==> config.mk <==
export PLATFORM = sky130hd
export DESIGN_NAME = lvl_irq_arbiter
export DESIGN_NICKNAME = d
export VERILOG_FILES = /design/src/rtl/lvl_irq_pkg.sv /design/src/rtl/lvl_irq_flags.sv /design/src/rtl/lvl_irq_levels.sv /design/src/rtl/lvl_irq_pick.sv /design/src/rtl/lvl_irq_arbiter.sv
export SDC_FILE = /design/constraint.sdc
export NUM_CORES = 1
export LEC_CHECK = 0
export ABC_CLOCK_PERIOD_IN_PS = 4500
export BUFFER_PORTS_ARGS = -buffer_cell sky130_fd_sc_hd__buf_4
export CORE_ASPECT_RATIO = 0.8
export CORE_UTILIZATION = 45
export DETAILED_ROUTE_END_ITERATION = 10
export HOLD_SLACK_MARGIN = 0.02
export PLACE_DENSITY = 0.68
export SYNTH_ARGS = -nofsm -noshare
export SYNTH_HDL_FRONTEND = slang
export SYNTH_SLANG_ARGS = --single-unit
==> constraint.sdc <==
create_clock -name clk -period 4.5 [get_ports clk]
set_clock_uncertainty 0.1 [all_clocks]
set_input_delay 0.9 -clock clk [delete_from_list [all_inputs] [get_ports clk]]
set_output_delay 0.9 -clock clk [all_outputs]
set_load 0.01 [all_outputs]
==> src/rtl/lvl_irq_pkg.sv <==
package lvl_irq_pkg;
  typedef logic [1:0] irq_lvl_t;

  localparam irq_lvl_t LVL_LEAST = 2'd3;

  // a challenger only takes over when its level is strictly more urgent
  function automatic logic lvl_beats(input irq_lvl_t chal, input irq_lvl_t inc);
    return chal < inc;
  endfunction

  function automatic logic [63:0] flag_next(input logic [63:0] cur,
                                            input logic [63:0] set,
                                            input logic [63:0] clr);
    return (cur & ~clr) | set;
  endfunction
endpackage

==> src/rtl/lvl_irq_flags.sv <==
module lvl_irq_flags #(
  parameter int N = 8
) (
  input  logic         clk,
  input  logic         rst_n,
  input  logic [N-1:0] hw_set,
  input  logic         wr_en,
  input  logic [N-1:0] wr_data,
  output logic [N-1:0] flags_q
);
  import lvl_irq_pkg::*;

  logic [N-1:0] clr_evt;
  logic [N-1:0] flags_d;
  logic [63:0]  nxt_wide;

  assign clr_evt  = wr_en ? ~wr_data : '0;
  assign nxt_wide = flag_next(64'(flags_q), 64'(hw_set), 64'(clr_evt));
  assign flags_d  = nxt_wide[N-1:0];

  always_ff @(posedge clk or negedge rst_n) begin
    if (!rst_n) flags_q <= '0;
    else        flags_q <= flags_d;
  end
endmodule

==> src/rtl/lvl_irq_levels.sv <==
module lvl_irq_levels #(
  parameter int N    = 8,
  parameter int IDXW = 3
) (
  input  logic            clk,
  input  logic            rst_n,
  input  logic            wr_en,
  input  logic [IDXW-1:0] wr_idx,
  input  logic [1:0]      wr_data,
  output logic [2*N-1:0]  lvl_flat
);
  import lvl_irq_pkg::*;

  logic [N-1:0] wr_hit;

  for (genvar i = 0; i < N; i++) begin : g_lvl
    irq_lvl_t lvl_q;
    assign wr_hit[i] = wr_en && (wr_idx == IDXW'(i));
    always_ff @(posedge clk or negedge rst_n) begin
      if (!rst_n)         lvl_q <= LVL_LEAST;
      else if (wr_hit[i]) lvl_q <= wr_data;
    end
    assign lvl_flat[2*i +: 2] = lvl_q;
  end
endmodule

==> src/rtl/lvl_irq_pick.sv <==
module lvl_irq_pick #(
  parameter int N    = 8,
  parameter int IDXW = 3
) (
  input  logic [N-1:0]    pend,
  input  logic [2*N-1:0]  lvl_flat,
  output logic            win_vld,
  output logic [1:0]      win_lvl,
  output logic [IDXW-1:0] win_idx
);
  import lvl_irq_pkg::*;

  localparam int LEAVES = 1 << $clog2(N);
  localparam int NODES  = 2 * LEAVES - 1;

  logic            nd_vld [NODES];
  irq_lvl_t        nd_lvl [NODES];
  logic [IDXW-1:0] nd_idx [NODES];

  for (genvar i = 0; i < LEAVES; i++) begin : g_leaf
    if (i < N) begin : g_real
      assign nd_vld[LEAVES-1+i] = pend[i];
      assign nd_lvl[LEAVES-1+i] = lvl_flat[2*i +: 2];
    end else begin : g_pad
      assign nd_vld[LEAVES-1+i] = 1'b0;
      assign nd_lvl[LEAVES-1+i] = LVL_LEAST;
    end
    assign nd_idx[LEAVES-1+i] = IDXW'(i);
  end

  // the left subtree always holds lower indices, so it keeps ties
  for (genvar k = 0; k < LEAVES - 1; k++) begin : g_node
    logic take_r;
    assign take_r = nd_vld[2*k+2] &&
                    (!nd_vld[2*k+1] || lvl_beats(nd_lvl[2*k+2], nd_lvl[2*k+1]));
    assign nd_vld[k] = nd_vld[2*k+1] | nd_vld[2*k+2];
    assign nd_lvl[k] = take_r ? nd_lvl[2*k+2] : nd_lvl[2*k+1];
    assign nd_idx[k] = take_r ? nd_idx[2*k+2] : nd_idx[2*k+1];
  end

  assign win_vld = nd_vld[0];
  assign win_lvl = nd_lvl[0];
  assign win_idx = nd_idx[0];
endmodule

==> src/rtl/lvl_irq_arbiter.sv <==
module lvl_irq_arbiter #(
  parameter int N    = 8,
  parameter int IDXW = (N > 1) ? $clog2(N) : 1
) (
  input  logic            clk,
  input  logic            rst_n,
  input  logic [N-1:0]    hw_set,
  input  logic            flag_wr_en,
  input  logic [N-1:0]    flag_wr_data,
  input  logic            lvl_wr_en,
  input  logic [IDXW-1:0] lvl_wr_idx,
  input  logic [1:0]      lvl_wr_data,
  output logic [N-1:0]    flags_q,
  output logic            irq_valid,
  output logic [1:0]      irq_level,
  output logic [IDXW-1:0] irq_src
);
  logic [2*N-1:0]  lvl_flat;
  logic            win_vld;
  logic [1:0]      win_lvl;
  logic [IDXW-1:0] win_idx;

  lvl_irq_flags #(.N(N)) u_flags (
    .clk(clk), .rst_n(rst_n), .hw_set(hw_set),
    .wr_en(flag_wr_en), .wr_data(flag_wr_data), .flags_q(flags_q)
  );

  lvl_irq_levels #(.N(N), .IDXW(IDXW)) u_levels (
    .clk(clk), .rst_n(rst_n), .wr_en(lvl_wr_en), .wr_idx(lvl_wr_idx),
    .wr_data(lvl_wr_data), .lvl_flat(lvl_flat)
  );

  lvl_irq_pick #(.N(N), .IDXW(IDXW)) u_pick (
    .pend(flags_q), .lvl_flat(lvl_flat),
    .win_vld(win_vld), .win_lvl(win_lvl), .win_idx(win_idx)
  );

  always_ff @(posedge clk or negedge rst_n) begin
    if (!rst_n) begin
      irq_valid <= 1'b0;
      irq_level <= '0;
      irq_src   <= '0;
    end else begin
      irq_valid <= win_vld;
      irq_level <= win_vld ? win_lvl : 2'd0;
      irq_src   <= win_vld ? win_idx : '0;
    end
  end
endmodule

==> impl_metrics.tcl <==
set metrics [dict create \
    gp_congestion 0.8089 \
    finalCritPeriodShare_pct 79.81 \
    num_vias 1426 \
    h-tree-depth 2 \
    clk_path_buf_depth 2 \
    synth-seq-area-share_pct 43.50 \
    synth_fa_ha_area_share_pct 4.237 \
    synthSimpleGateAreaFrac_pct 17.16 \
    synthTopCellsByArea "dfstp_2 (24%), dfrtp_1 (20%), mux2_2 (8.9%)" \
    syn-cell-area_um2 1772 \
    post-dp-hpwl_um 2894 \
    finalPower_mw 1.182 \
    grt_pass1_vias 1307 \
    chipHeight_um 58.12 \
    min_period_ns 3.592 \
    die_w_um 72.15 \
    antenna_found_initial 0 \
    worst_ir_drop_vdd_v 0.0002055 \
    synth_compound_area_share_pct 18.36 \
    synth_edf_count 0 \
    rsz0062_at_grt "no" \
    worstSkewPairLatency_ns 0.28 \
    p_per_area_nw_per_um2 529.0 \
    grt.total_usage_pct 19.98 \
    critical_path_arrival_ns 3.68 \
    clock.fmax_ghz 0.2784 \
    drive_gt1_share_pct 40.74 \
    ys_types 45 \
    tritoncts "done" \
    io_buffers 38 \
    outcome "finished, final reports clean" \
    timing.rr.end "irq_src[0]" \
    hold_ws_ns 0.4198 \
    maxCapViolCount 0 \
    hp-start "u_levels.g_lvl[2].lvl_q[1]" \
    cp_max_fo 4 \
    synth-seq-cells 30 \
    synth_area_leader_cell "dfstp_2" \
    synth_xor_area_share_pct 0 \
    hold_class "reg2reg" \
    drc 0 \
    syn_to_final_growth_pct 26.06 \
    start_util_pct 46.89 \
    cts_resized 0 \
    r2r_cells 15 \
    critPathCaptureType "flop" \
    multi_input_area_um2 947.2 \
    yosys-top-cells-count "dfstp_2 (16), dfrtp_1 (14), mux2_2 (14), nand2_1 (14), inv_1 (13)" \
    ios 39 \
    required_ns 4.59 \
    setup_viol 0 \
    synth.most_common_cell "dfstp_2" \
    cts_made_buffers 5 \
    synthArstFlopShare_pct 100.0 \
    final_area_um2 2233 \
    whs_path_depth 2 \
    fill_cells 302 \
    antenna_cells 0 \
    syn-instance-count 172 \
    synthMuxAreaShare_pct 13.70 \
    synth_top_family_by_area "compound AO/OA/AOI/OAI gates" \
    worst_slew_pin_slew_ns 0.4759 \
    seq_area_um2 770.7 \
    r2r_setup_slack_ns 0.91 \
    final.setup.tns_ns 0 \
    synth_top_cell_area_share_pct 23.73 \
    core_um2 3779 \
    clock-root-buffer "clkbuf_8" \
    cts_sinks 30 \
    rr_startpoint "u_levels.g_lvl[6].lvl_q[1]" \
    synthFlopType "dfstp_2" \
    grt_max_degree 31 \
    synth_nets 203 \
    overflow 0 \
    dpl-instance-area_um2 2121 \
    via_per_inst 5.262 \
    cts_hold_buf 0 \
    clk_pin_slew_worst_paths_ns 0.06 \
    die-area_um2 4193 \
    yosysWarnings 0 \
    post_cts_buffers 0 \
    crit_type "reg2reg" \
    drv_slew 0 \
    p_leak_nw 1.010 \
    drt_iter0_drc 118 \
    critPathLaunchType "flop" \
    ant_nets 0 \
    rows 20 \
    slew_headroom_pct 67.37 \
    fin_nets 247 \
    worstHoldEndpoint "u_levels.g_lvl[2].lvl_q[1]" \
    grt_pass1_wl_um 6182 \
    final-hold-violation-count 0 \
    detail_route.first_pass.iterations 4 \
    wl_per_cell_um 14.21 \
    avgSynthCellArea_um2 10.30 \
    wl_um 3851 \
]
-- registers in the layout (all words and copies together) (netlist names) --
register,flops
u_levels.g_lvl.lvl_q,16
u_flags.flags_q,8
irq_src,3
irq_level,2
irq_valid,1
-- per-stage QoR --
stage / setup slack [ns] / cells / util (%)
4_1_cts: 0.9297 / 271 / 59.11
3_3_place_gp: 1.017 / 264 / 56.13
6_report: 0.9084 / 271 / 59.11
2_1_floorplan: 1.308 / 172 / -
3_5_place_dp: 0.9704 / 264 / 56.13
5_1_grt: 0.6456 / 271 / 59.11
-- worst max path at each step --
stage | from | to | slack [ns]
2_1_floorplan | u_levels.g_lvl[6].lvl_q[1] | irq_level[1] | 1.31
3_3_place_gp | u_levels.g_lvl[6].lvl_q[1] | irq_src[0] | 1.02
3_5_place_dp | u_levels.g_lvl[6].lvl_q[1] | irq_src[0] | 0.97
4_1_cts | u_levels.g_lvl[6].lvl_q[1] | irq_src[0] | 0.93
5_1_grt | u_levels.g_lvl[6].lvl_q[1] | irq_src[0] | 0.65
6_report | u_levels.g_lvl[6].lvl_q[1] | irq_src[0] | 0.91
-- cell type report --
| cell class | instances | area share, % |
|---|---|---|
| inverters | 13 | 2.185 |
| multi-input cells | 128 | 42.41 |
| clock buffers | 6 | 3.697 |
| flip-flops and latches | 30 | 34.51 |
| well taps | 55 | 3.081 |
| clock inverters | 1 | 1.345 |
| repair buffers | 38 | 12.77 |
-- power breakdown --
part	switching [mW]	total (mW)	internal (mW)
Sequential	0.0398	0.393	0.353
Combinational	0.262	0.517	0.256
Clock	0.0949	0.272	0.177
Total	0.396	1.18	0.785
-- logic make-up (layout without fill, tap and decap cells) --
| kind of cell | count (synthesis) | count (layout) |
|---|---|---|
| compound gates | 45 | 45 |
| buf+inv | 14 | 58 |
| fa+ha+maj | 6 | 6 |
| mux | 22 | 22 |
| simple gates | 55 | 55 |
| flops | 30 | 30 |
-- worst max-delay path, cell delays in order, from the launching register on --
cell	delay [ns]
dfstp_2	0.54
inv_1	0.04
ha_1	0.28
a21oi_1	0.05
o21ai_0	0.30
mux2i_1	0.32
inv_1	0.07
ha_1	0.30
o41ai_1	0.09
a21oi_1	0.21
mux2i_1	0.28
ha_1	0.22
a21oi_1	0.06
and4_4	0.21
o21a_2	0.25
mux2i_1	0.18
-- layer usage --
| layer | track usage (%) | up-vias | part of all wire [%] |
|---|---|---|---|
| met4 | 8.123 | 0 | 1.7 |
| met1 | 27.22 | 668 | 49 |
| li1 | - | 711 | - |
| met3 | 6.957 | 4 | 4.7 |
| met5 | 0 | - | 0 |
| met2 | 28.97 | 43 | 45 |
-- placed cells by master, fill, tap and decap left out, types with 3 or more instances in the layout --
master,count
buf_4,38
dfstp_2,16
nand2_1,14
mux2_2,14
dfrtp_1,14
inv_1,13
nand2b_1,11
a21o_1,9
a21oi_1,9
nor2_1,9
o21ai_0,7
mux2i_1,7
ha_1,6
clkbuf_8,6
nor3_1,4
nand4b_1,3
Note: power is estimated with default switching activity, not from simulation.
